**src/rtl/kef_pkg.sv**
```systemverilog
package kef_pkg;
  localparam int KEY_W = 8;
  localparam int CNT_W = 7;
  localparam int DUR_W = CNT_W + 1;

  typedef struct packed {
    logic [KEY_W-1:0] key;
    logic             ovf;
    logic [CNT_W-1:0] cnt;
  } kef_entry_t;

  localparam logic [KEY_W-1:0] IDLE_KEY = '1;

  function automatic kef_entry_t idle_entry();
    kef_entry_t e;
    e.key = IDLE_KEY;
    e.ovf = 1'b0;
    e.cnt = '0;
    return e;
  endfunction

  function automatic kef_entry_t tick_entry(kef_entry_t e);
    kef_entry_t n;
    n.key = e.key;
    n.cnt = e.cnt + 1'b1;
    n.ovf = e.ovf | (&e.cnt);
    return n;
  endfunction
endpackage

```
**src/rtl/kef_ptr.sv**
```systemverilog
module kef_ptr #(
  parameter int DEPTH = 8,
  localparam int PTR_W = $clog2(DEPTH)
) (
  input  logic             clk,
  input  logic             rst_n,
  input  logic             clr,
  input  logic             evt,
  input  logic             rd,
  output logic [PTR_W-1:0] rd_idx,
  output logic [PTR_W-1:0] wr_idx,
  output logic             live,
  output logic             empty
);
  localparam logic [PTR_W-1:0] LAST_CNT = PTR_W'(DEPTH - 1);

  logic [PTR_W-1:0] wp_q, rp_q, cnt_q;
  logic [PTR_W-1:0] rp_a, cnt_a;
  logic [PTR_W-1:0] wp_d, rp_d, cnt_d;
  logic             live_d, pop;

  assign pop    = rd && (cnt_q != '0);
  assign rp_a   = pop ? rp_q + 1'b1 : rp_q;
  assign cnt_a  = pop ? cnt_q - 1'b1 : cnt_q;
  assign wr_idx = (evt && live) ? wp_q + 1'b1 : wp_q;

  always_comb begin
    wp_d   = wp_q;
    rp_d   = rp_a;
    cnt_d  = cnt_a;
    live_d = live;
    if (evt) begin
      live_d = 1'b1;
      if (live) begin
        wp_d = wp_q + 1'b1;
        if (cnt_a == LAST_CNT) rp_d = rp_a + 1'b1;
        else                   cnt_d = cnt_a + 1'b1;
      end
    end
  end

  always_ff @(posedge clk or negedge rst_n) begin
    if (!rst_n) begin
      wp_q <= '0; rp_q <= '0; cnt_q <= '0; live <= 1'b0;
    end else if (clr) begin
      wp_q <= '0; rp_q <= '0; cnt_q <= '0; live <= 1'b0;
    end else begin
      wp_q <= wp_d; rp_q <= rp_d; cnt_q <= cnt_d; live <= live_d;
    end
  end

  assign rd_idx = rp_q;
  assign empty  = (cnt_q == '0);
endmodule

```
**src/rtl/kef_store.sv**
```systemverilog
module kef_store
  import kef_pkg::*;
#(
  parameter int DEPTH = 8,
  localparam int PTR_W = $clog2(DEPTH)
) (
  input  logic             clk,
  input  logic             rst_n,
  input  logic             clr,
  input  logic             evt,
  input  logic [KEY_W-1:0] evt_key,
  input  logic             tick_en,
  input  logic [PTR_W-1:0] wr_idx,
  input  logic [PTR_W-1:0] rd_idx,
  output kef_entry_t       rd_entry
);
  kef_entry_t slot_q [DEPTH];

  for (genvar i = 0; i < DEPTH; i++) begin : g_slot
    logic sel;
    assign sel = (wr_idx == PTR_W'(i));
    always_ff @(posedge clk or negedge rst_n) begin
      if (!rst_n)            slot_q[i] <= idle_entry();
      else if (clr)          slot_q[i] <= idle_entry();
      else if (evt && sel)   slot_q[i] <= '{key: evt_key, ovf: 1'b0, cnt: '0};
      else if (tick_en && sel) slot_q[i] <= tick_entry(slot_q[i]);
    end
  end

  assign rd_entry = slot_q[rd_idx];
endmodule

```
**src/rtl/kef_irq.sv**
```systemverilog
module kef_irq (
  input  logic clk,
  input  logic rst_n,
  input  logic clr,
  input  logic evt,
  input  logic rd,
  output logic irq_n
);
  always_ff @(posedge clk or negedge rst_n) begin
    if (!rst_n)   irq_n <= 1'b1;
    else if (clr) irq_n <= 1'b1;
    else if (evt) irq_n <= 1'b0;
    else if (rd)  irq_n <= 1'b1;
  end
endmodule

```
**src/rtl/key_event_fifo.sv**
```systemverilog
module key_event_fifo
  import kef_pkg::*;
#(
  parameter int DEPTH = 8
) (
  input  logic             clk,
  input  logic             rst_n,
  input  logic             evt_valid,
  input  logic [KEY_W-1:0] evt_key,
  input  logic             tick,
  input  logic             rd_adv,
  input  logic             clr,
  output logic [KEY_W-1:0] rd_key,
  output logic [DUR_W-1:0] rd_dur,
  output logic             empty,
  output logic             irq_n
);
  localparam int PTR_W = $clog2(DEPTH);

  logic [PTR_W-1:0] rd_idx, wr_idx;
  logic             live;
  kef_entry_t       head;

  kef_ptr #(.DEPTH(DEPTH)) u_ptr (
    .clk(clk), .rst_n(rst_n), .clr(clr), .evt(evt_valid), .rd(rd_adv),
    .rd_idx(rd_idx), .wr_idx(wr_idx), .live(live), .empty(empty)
  );

  kef_store #(.DEPTH(DEPTH)) u_store (
    .clk(clk), .rst_n(rst_n), .clr(clr), .evt(evt_valid), .evt_key(evt_key),
    .tick_en(tick && live), .wr_idx(wr_idx), .rd_idx(rd_idx), .rd_entry(head)
  );

  kef_irq u_irq (
    .clk(clk), .rst_n(rst_n), .clr(clr), .evt(evt_valid), .rd(rd_adv),
    .irq_n(irq_n)
  );

  assign rd_key = head.key;
  assign rd_dur = {head.ovf, head.cnt};
endmodule

```
**config.mk**
```make
export PLATFORM = sky130hd
export DESIGN_NAME = key_event_fifo
export DESIGN_NICKNAME = d
export VERILOG_FILES = /design/src/rtl/kef_pkg.sv /design/src/rtl/kef_ptr.sv /design/src/rtl/kef_store.sv /design/src/rtl/kef_irq.sv /design/src/rtl/key_event_fifo.sv
export SDC_FILE = /design/constraint.sdc
export NUM_CORES = 1
export LEC_CHECK = 0
export BUFFER_PORTS_ARGS = -buffer_cell sky130_fd_sc_hd__clkbuf_2
export CORE_UTILIZATION = 47
export DETAILED_ROUTE_END_ITERATION = 8
export GPL_ROUTABILITY_DRIVEN = 0
export PLACE_DENSITY = 0.69
export SKIP_CTS_REPAIR_TIMING = 1
export SLEW_MARGIN = 20
export SYNTH_ARGS = -nofsm -noshare
export SYNTH_HDL_FRONTEND = slang
export SYNTH_HIERARCHICAL = 1
export SYNTH_SLANG_ARGS = --single-unit
export TNS_END_PERCENT = 20
```
**constraint.sdc**
```tcl
create_clock -name clk -period 3.4 [get_ports clk]
set_input_delay 0.51 -clock clk [delete_from_list [all_inputs] [get_ports clk]]
set_output_delay 0.51 -clock clk [all_outputs]
set_load 0.005 [all_outputs]
```
==> results.md, run 1 <==
* Final WL at 20.1 mm
* Rows at 46
* # clock sinks at 139
* GRT Overall Usage at about a quarter
* Chip Width at 130 um
* Tcrit/Tclk final at 87.0%
* Final setup TNS at 0 ns
* Reg power frac at 40.9%
* # DRC at 0
* Initial Util at 48.4%
* Max-cap violations at 0
* RSZ-0062 raised after global routing: false
* Slew Viols, Final at 0
* Critical path capture point type: primary output
* Share of the synthesized area in the top cell type at 24.0%
* Placeable Area at 15900 um2
* Crit start category: flop
* Final #Nets at 815
* Clock power share at 45.6%
* 1st-pass router iterations at 5
* Later-pin clock latency in the skew report at between 0.4 and 0.5 ns
* Worst path required time at around 2.9 ns
* Worst-margin pin slew at 0.971 ns
* # setup viols final at 0
* Worst Path Arrival at approximately 2.5 ns
* Worst Hold Class: input pin to asynchronous set/reset pin
* Combinational Power Share at 13.5%
* PortBufs at 31
* Clk buf depth at 2
* Fin crit period at 2.96 ns
* Multi-input logic area at 3820 um2
* Power per cell area at just under 500 nW/um2
* Sw frac at between 20 and 30%
* Placed cell area at a little over 8000 um2
* Skew final at 0.00651 ns
* Synth area leaders: dfrtp_1 24%, dfstp_2 22%, mux4_2 9.3%, nand2_1 8.2%, nand3_1 5.8%
* Ports at 32
* Synth cell count leaders: 169 x nand2_1, 89 x nand3_1, 74 x dfrtp_1
* Fmax at 338 MHz
* Maximum vdd drop at 335 uV
* Layout cells sized above 1 at 26.8%
* Ys flop type: dfrtp_1
* Initial antenna violation count at 0
* Via count at 6271
* Remaining antenna violation count at 0
* Die Span Y at 130 um
* DR vias/cell at 6.17
* Root Driver: clkbuf_16
* CP max FO at 15
* Largest net degree at the start of global routing at 108
* DP HPWL at 13.5 mm
* Synth cell types at 57
* Int Power at 3.21 mW
* Status: finished clean
* Cell area after synthesis at 7720 um2
* Area grow syn2layout at 12.6%
* First-pass GRT wire length at 32.3 mm
* Synth warn at 6
* Final Hold Vio Count at 0
* Yosys top cell by area: dfrtp_1
* Post-synthesis async set-or-reset flop share at 100%
* Design area at 8680 um2
* Slew HR at 35.3%
* N_diodes at 0
* Register area share after synthesis at 46.1%
* GRT overflow at 0
* FF/Latch Area at 3560 um2
* Avg Cell Area, Syn at 9.96 um2
* Die area at 16900 um2
* WS Path Type: flop to primary output
* TritonCTS clock tree: built
* Wirelength per Cell at approximately 20 um
* Cells after synthesis at ~780
* Clock transition at the registers of the reported paths at ~0.060 ns
* Post-synth EDFFs at 0
* Number of global-route vias before repair at 6064
* Net Switching at 1.10 mW
* #FFs+latches synth at 139
* H-tree depth at 4
* Total CTS buffers at 17
* Fill cells at 1364
* Post-synthesis net count at 802
* Leak at 3.70 nW
* Top-count cell post-synth: nand2_1
* DRT iter0 DRCs at 559
through the flow:
step           utilization [%]  cells  worst slack [ns]  power [mW]  hold WS [ns]
5_1_grt                   54.5   1017             0.297        4.45         0.263
4_1_cts                   54.5   1017             0.393        4.32         0.245
3_5_place_dp              50.5    985             0.434        2.36         0.478
3_3_place_gp              50.5    985             0.537        2.34         0.470
2_1_floorplan                -    775              1.01        2.19         0.214
6_report                  54.5   1017             0.441        4.31         0.204
sequential cells by signal, summed over array words and instances, names as in the netlist:
register and flops:
u_store/slot_q 128, u_irq/irq_n 1, u_ptr/wp_q 3, u_ptr/cnt_q 3, u_ptr/live 1, u_ptr/rd_idx 3
path summary, 6_finish.rpt:
kind / from / end / slack [ns] / cells after the start
max in group asynchronous: rst_n / u_store/slot_q[108] / 2.25 / 2
hold reg to reg: u_store/slot_q[111] / u_store/slot_q[111] / 0.49 / 2
setup / recovery: u_ptr/rd_idx[0] / rd_dur[4] / 0.44 / 4
hold / removal: rst_n / u_store/slot_q[1] / 0.20 / 1
min in group clk: evt_valid / u_irq/irq_n / 0.28 / 2
setup reg to reg: u_ptr/live / u_store/slot_q[5] / 0.76 / 7
power by group through the flow:
stage	logic [mW]	registers (mW)	clock network, mW
2_1_floorplan	0.428	1.76	0
5_1_grt	0.633	1.77	2.05
6_report	0.582	1.76	1.96
4_1_cts	0.578	1.76	1.98
3_3_place_gp	0.555	1.79	0
3_5_place_dp	0.576	1.79	0
per-layer routing:
| layer | vias to the layer above | global-route usage (%) | wire [um] | share of wire [%] |
|---|---|---|---|---|
| li1 | 2814 | - | - | - |
| met1 | 3172 | 33.3 | 8390 | 42 |
| met2 | 250 | 41.9 | 10100 | 50 |
| met3 | 35 | 5.04 | 1240 | 6.2 |
| met4 | 0 | 9.58 | 384 | 1.9 |
| met5 | - | 0 | 0 | 0 |
critical path, cell delays in order (launching register included):
cell      delay [ns]
dfrtp_2         0.64
buf_4           0.38
mux4_2          0.57
mux2_2          0.30
clkbuf_2        0.12
cell usage in the layout (no fill, tap or decap), types with 5 or more instances in the layout:
cell type  instances
nand2_1          169
nand3_1           89
dfrtp_1           73
dfstp_2           65
a21oi_1           39
mux4_2            32
clkbuf_2          30
or3_1             24
buf_4             21
inv_1             21
mux2_2            20
o21ai_0           19
clkbuf_16         18
or4_1             18
o31ai_1           17
nor2_1            16
mux2i_1           14
ha_1              13
nor3_1            10
nand4_1            7
nand4bb_1          6
nand4b_1           6
xor2_1             5
final cells by class:
class	count	share of cell area, %
clock buffer	22	5.71
clock inverter	10	1.53
inverter	24	1.04
multi-input combinational	554	43.9
sequential	139	41.0
tap	216	3.11
timing repair buffer	52	3.67
cell families (layout without fill, tap and decap cells):
group                      count (synthesis)  after routing  share of synthesized area, %
muxes                                     66             66                          14.1
adders and majority gates                 13             13                          2.11
AOI/OAI and AO/OA                         94             94                          7.59
DFF                                      139            139                          46.1
and+or+nand+nor                          371            371                          24.4
xor gates and xnor gates                  10             10                          1.14
buffers and inverters                     82            108                          4.61
No activity file was read; power rests on OpenSTA's default activity.
==> run 2, diff against run 1 <==
PLACE_DENSITY = default   (was 0.69)
PLACE_DENSITY_LB_ADDON = 0.05   (was default)
==> run 2 against run 1 <==
Register-to-register slack worse by 0.09 ns. Sequential power hardly changed. Clock power is 12% lower. Via count is 2.5% lower. Cell area is 0.35% lower. Hold slack better by 0.021 ns. First-iteration DRC count is 9.1% lower. Largest cell class unchanged. Non-clock buffer count is 2 higher. Die area stayed put.
==> results.md, run 2 (synthesized netlist as in run 1, its figures left out) <==
* Largest net degree at the start of global routing at 107 (-0.93%)
* Maximum vdd drop at 350 uV (+4.4%)
* Design area at 8650 um2 (-0.35%)
* Fmax at 345 MHz (+2.2%)
* Chip Width at 130 um (unchanged)
* Ports at 32 (unchanged)
* 1st-pass router iterations at 5 (unchanged)
* Worst Hold Class: input pin to asynchronous set/reset pin
* Initial antenna violation count at 0 (unchanged)
* Clk buf depth at 2 (unchanged)
* Max-cap violations at 0 (unchanged)
* Dpl ws at 0.409 ns (-0.0252 ns)
* Area grow syn2layout at 12.2%
* RSZ-0062 raised after global routing: false
* Via count at 6114 (-2.5%)
* # clock sinks at 139 (unchanged)
* Slew Viols, Final at 0 (unchanged)
* Final setup TNS at 0 ns (unchanged)
* TritonCTS clock tree: built
* Worst Path Arrival at 2.38 ns (-0.07 ns)
* Placeable Area at 15900 um2 (unchanged)
* DRT iter0 DRCs at 508 (-9.1%)
* Setup crit end: rd_key[2]
* Total power at 4.08 mW (-5.4%)
* Worst-margin pin slew at 0.986 ns (+0.0148 ns)
* Biggest register: u_store/slot_q
* Worst path required time at 2.89 ns (about the same)
* Tcrit/Tclk final at 85.1% (-1.9 points)
* Wirelength per Cell at 19.5 um (-1.1%)
* FF/Latch Area at 3560 um2 (unchanged)
* Slew HR at 34.3% (-0.99 points)
* CP Cell Sequence: buf_12, mux4_2, mux2_2, clkbuf_2
* Worst Path Buf+Inv at 2 (unchanged)
* Rows at 46 (unchanged)
* Skew final at 0.00718 ns (+0.000677 ns)
* Die area at 16900 um2 (unchanged)
* Die Span Y at 130 um (unchanged)
* Leak at 3.67 nW (-0.62%)
* Fill cells at 1422 (+4.3%)
* Hold WS at 0.225 ns (+0.0212 ns)
* Initial Util at 48.4% (unchanged)
* Final WL at 19.9 mm (-0.92%)
* GRT overflow at 0 (unchanged)
* First-pass GRT wire length at 31.4 mm (-2.6%)
* Reg2Reg Depth at 7 (unchanged)
* Worst r2r dst: u_store/slot_q[118]
* Later-pin clock latency in the skew report at 0.43 ns (about the same)
* Crit-path max cell delay at 0.93 ns (+0.29 ns)
* Final Hold Vio Count at 0 (unchanged)
* Power per cell area at 471 nW/um2 (-5.0%)
* Final #Nets at 817 (+0.25%)
* Placed cell area at 8110 um2 (+0.65%)
* Core Util, Final at 54.3% (-0.19 points)
* Fin crit period at 2.89 ns (-0.0644 ns)
* Slowest stage cell, crit path: dfrtp_1
* Inst Count DP at 987 (+0.20%)
* DR vias/cell at 6.00 (-2.7%)
* Most common cell after layout, fill and taps aside: nand2_1
* # DRC at 0 (unchanged)
* Remaining antenna violation count at 0 (unchanged)
* CP delay by family, top: flip-flops
* Crit path launch: u_ptr/rd_idx[1]
* Final Non-Filler Cells at 1019 (+0.20%)
* Multi-input logic area at 3820 um2 (unchanged)
* Total CTS buffers at 17 (unchanged)
* PortBufs at 31 (unchanged)
* H-tree depth at 4 (unchanged)
* # setup viols final at 0 (unchanged)
* DP HPWL at 13.5 mm (about the same)
* Clock transition at the registers of the reported paths at 0.06 ns (about the same)
* Reg2reg start: u_ptr/live
* FF-to-FF setup slack at 0.67 ns (-0.09 ns)
* Status: finished clean
* Critical path capture point type: primary output
* Crit start category: flop
* WS Path Type: flop to primary output
* N_diodes at 0 (unchanged)
* Setup ws final at 0.506 ns (+0.0644 ns)
* Root Driver: clkbuf_16
* Path length in cells of the critical path at 4 (unchanged)
* Max reg flops at 128 (unchanged)
* Number of global-route vias before repair at 5764 (-4.9%)
* Most frequent cells in the layout: 169 x nand2_1, 89 x nand3_1, 73 x dfrtp_1
* CP max FO at 18 (+3)
* Layout cells sized above 1 at 26.5% (-0.32 points)
* GRT Overall Usage at 24.9% (-0.52 points)
run 2: worst reg2reg max path, stage by stage (launching register included):
cell and delay, ns:
dfrtp_1 0.37, and2_1 0.22, nand2_1 0.12, xnor2_2 0.26, buf_4 0.23, or4b_2 0.86, and3_1 0.29, mux2_2 0.27
run 2: how the worst min path moves through the flow:
stage,endpoint,slack [ns],depth (start not counted)
finish,u_store/slot_q[100],0.23,1
global route,u_store/slot_q[101],0.29,1
CTS,u_store/slot_q[101],0.27,1
detailed placement,u_store/slot_q[94],0.48,2
global placement,u_store/slot_q[127],0.47,2
floorplan,u_ptr/cnt_q[0],0.21,0
run 2: per-layer routing:
| layer | track usage, % | up-vias | share of wire, % |
|---|---|---|---|
| li1 | - | 2816 | - |
| met4 | 6.43 | 0 | 1.0 |
| met2 | 38.5 | 138 | 48 |
| met5 | 0 | - | 0 |
| met1 | 35.6 | 3146 | 46 |
| met3 | 5.33 | 14 | 4.4 |
run 2: power breakdown:
part,switching (mW),internal (mW),total (mW)
Clock,0.689,1.03,1.72
Combinational,0.338,0.256,0.594
Sequential,0.0514,1.71,1.76
Total,1.08,3.00,4.08
run 2: layout make-up:
class	count	area share, %
multi-input combinational	554	44.1
sequential	139	41.1
clock buffer	26	5.90
timing repair buffer	54	4.29
tap	216	3.12
inverter	24	1.04
clock inverter	6	0.405
==> run 3, diff against run 2 <==
--- a/config.mk
+++ b/config.mk
@@ -6,4 +6,5 @@
 export NUM_CORES = 1
 export LEC_CHECK = 0
+export ABC_CLOCK_PERIOD_IN_PS = 3400
 export BUFFER_PORTS_ARGS = -buffer_cell sky130_fd_sc_hd__clkbuf_2
 export CORE_UTILIZATION = 47
==> constraint.sdc (replaced) <==
create_clock -name clk -period 3.4 [get_ports clk]
set_input_delay 0.68 -clock clk [delete_from_list [all_inputs] [get_ports clk]]
set_output_delay 0.68 -clock clk [all_outputs]
set_load 0.005 [all_outputs]
==> run 3 against run 2 <==
First-iteration DRC count rose by 8.7%. Setup slack lost 0.20 ns. Sequential share of layout area down 0.20 points. Register-to-register slack better by 0.02 ns. Clock power rose by 6%. Combinational power grew 2%. Critical path depth unchanged. Maximum frequency down 6.3%. Wire length up 1.2%. Flip-flop and latch count did not move. Hold slack gained 0.064 ns. Total power rose by 2.4%.
==> results.md, run 3 (synthesized netlist as in run 1, its figures left out) <==
* Status: finished clean
* Final #Nets at 820 (+0.37%)
* Root Driver: clkbuf_16
* Skew final at 0.0120 ns (+0.00484 ns)
* Dpl ws at 0.329 ns (-0.0798 ns)
* Worst Hold Class: input pin to asynchronous set/reset pin
* Worst Path Buf+Inv at 2 (unchanged)
* # setup viols final at 0 (unchanged)
* Via count at 6090 (-0.39%)
* Fin crit period at 3.09 ns (+0.196 ns)
* Tcrit/Tclk final at 90.9% (+5.8 points)
* First-pass GRT wire length at 32.0 mm (+1.8%)
* Final Hold Vio Count at 0 (unchanged)
* Maximum vdd drop at 380 uV (+8.6%)
* Core Util, Final at 54.5% (+0.26 points)
* Worst path required time at 2.72 ns (-0.17 ns)
* Fmax at 324 MHz (-6.3%)
* Clock transition at the registers of the reported paths at 0.06 ns (about the same)
* TritonCTS clock tree: built
* Rows at 46 (unchanged)
* Leak at 3.70 nW (+0.73%)
* Number of global-route vias before repair at 5875 (+1.9%)
* Slew Viols, Final at 0 (unchanged)
* Critical path capture point type: primary output
* Die Span Y at 130 um (unchanged)
* DP HPWL at 13.5 mm (+0.13%)
* Fill cells at 1397 (-1.8%)
* Crit-path max cell delay at 0.80 ns (-0.13 ns)
* Final WL at 20.2 mm (+1.2%)
* GRT overflow at 0 (unchanged)
* H-tree depth at 4 (unchanged)
* CP Cell Sequence: buf_4, mux4_2, mux2_2, clkbuf_2
* Max reg flops at 128 (unchanged)
* Final Non-Filler Cells at 1022 (+0.29%)
* PortBufs at 31 (unchanged)
* Multi-input logic area at 3820 um2 (unchanged)
* Inst Count DP at 990 (+0.30%)
* 1st-pass router iterations at 5 (unchanged)
* Chip Width at 130 um (unchanged)
* GRT Overall Usage at 25.5% (+0.56 points)
* Area grow syn2layout at 12.7%
* # DRC at 0 (unchanged)
* Remaining antenna violation count at 0 (unchanged)
* DR vias/cell at 5.96 (-0.68%)
* Largest net degree at the start of global routing at 77 (-28%)
* N_diodes at 0 (unchanged)
* # clock sinks at 139 (unchanged)
* Clk buf depth at 2 (unchanged)
* Layout cells sized above 1 at 27.2% (+0.65 points)
* FF/Latch Area at 3560 um2 (unchanged)
* Ports at 32 (unchanged)
* DRT iter0 DRCs at 552 (+8.7%)
* Crit start category: flop
* Slew HR at 46.9% (+13 points)
* Die area at 16900 um2 (unchanged)
* Max-cap violations at 0 (unchanged)
* Initial antenna violation count at 0 (unchanged)
* Initial Util at 48.4% (unchanged)
* CP max FO at 15 (-3)
* CP delay by family, top: flip-flops
* Placeable Area at 15900 um2 (unchanged)
* Slowest stage cell, crit path: dfrtp_1
* Final setup TNS at 0 ns (unchanged)
* Worst-margin pin slew at 0.786 ns (-0.200 ns)
* Total CTS buffers at 17 (unchanged)
* Setup ws final at 0.309 ns (-0.196 ns)
* Later-pin clock latency in the skew report at 0.43 ns (about the same)
* Most common cell after layout, fill and taps aside: nand2_1
* WS Path Type: flop to primary output
* Most frequent cells in the layout: 169 x nand2_1, 89 x nand3_1, 73 x dfrtp_1
* Wirelength per Cell at 19.7 um (+0.87%)
* RSZ-0062 raised after global routing: false
* Power per cell area at 480 nW/um2 (+1.9%)
* Worst Path Arrival at 2.41 ns (+0.03 ns)
* Biggest register: u_store/slot_q
## run 3: final timing paths
| path | endpoint | start | slack (ns) | cells past startpoint |
|---|---|---|---|---|
| worst max-delay path | rd_dur[2] | u_ptr/rd_idx[1] | 0.31 | 4 |
| worst min-delay path | u_store/slot_q[119] | rst_n | 0.29 | 1 |
| worst max register to register | u_store/slot_q[5] | u_ptr/live | 0.69 | 6 |
| worst min register to register | u_store/slot_q[58] | u_store/slot_q[58] | 0.49 | 2 |
| max in group asynchronous | u_store/slot_q[59] | rst_n | 2.29 | 2 |
| min in group clk | u_irq/irq_n | evt_valid | 0.45 | 2 |
## run 3: per-stage QoR
step	power (mW)	area (um2)	hold slack, ns
global route	4.34	8700	0.338
floorplan	2.19	7720	0.384
detailed placement	2.38	8110	0.477
global placement	2.37	8110	0.469
CTS	4.21	8700	0.314
finish	4.17	8700	0.289
## run 3: report_power, final
part / switching [mW] / internal (mW) / total, mW
Sequential: 0.0359 / 1.71 / 1.75
Combinational: 0.359 / 0.249 / 0.608
Clock: 0.717 / 1.10 / 1.82
Total: 1.11 / 3.06 / 4.17
## run 3: layout make-up
cell class	count	area share (%)
clock buffer	24	6.16
clock inverter	8	0.619
inverter	24	1.04
multi-input combinational	554	43.9
sequential	139	40.9
tap	216	3.11
timing repair buffer	57	4.24
## run 3: worst register-to-register path, cell delays in order (launching register included)
cell	delay (ns)
dfrtp_1	0.38
and2_1	0.23
nand2_1	0.12
xnor2_2	0.48
nand4_1	0.57
or4_1	0.66
a21oi_1	0.18
## run 3: metal layers
layer / share of wire (%) / vias up / global-route usage, %
met5: 0 / - / 0
met4: 0.82 / 0 / 7.73
met3: 4.1 / 13 / 4.67
met2: 49 / 165 / 40.5
met1: 46 / 3086 / 35.6
li1: - / 2826 / -
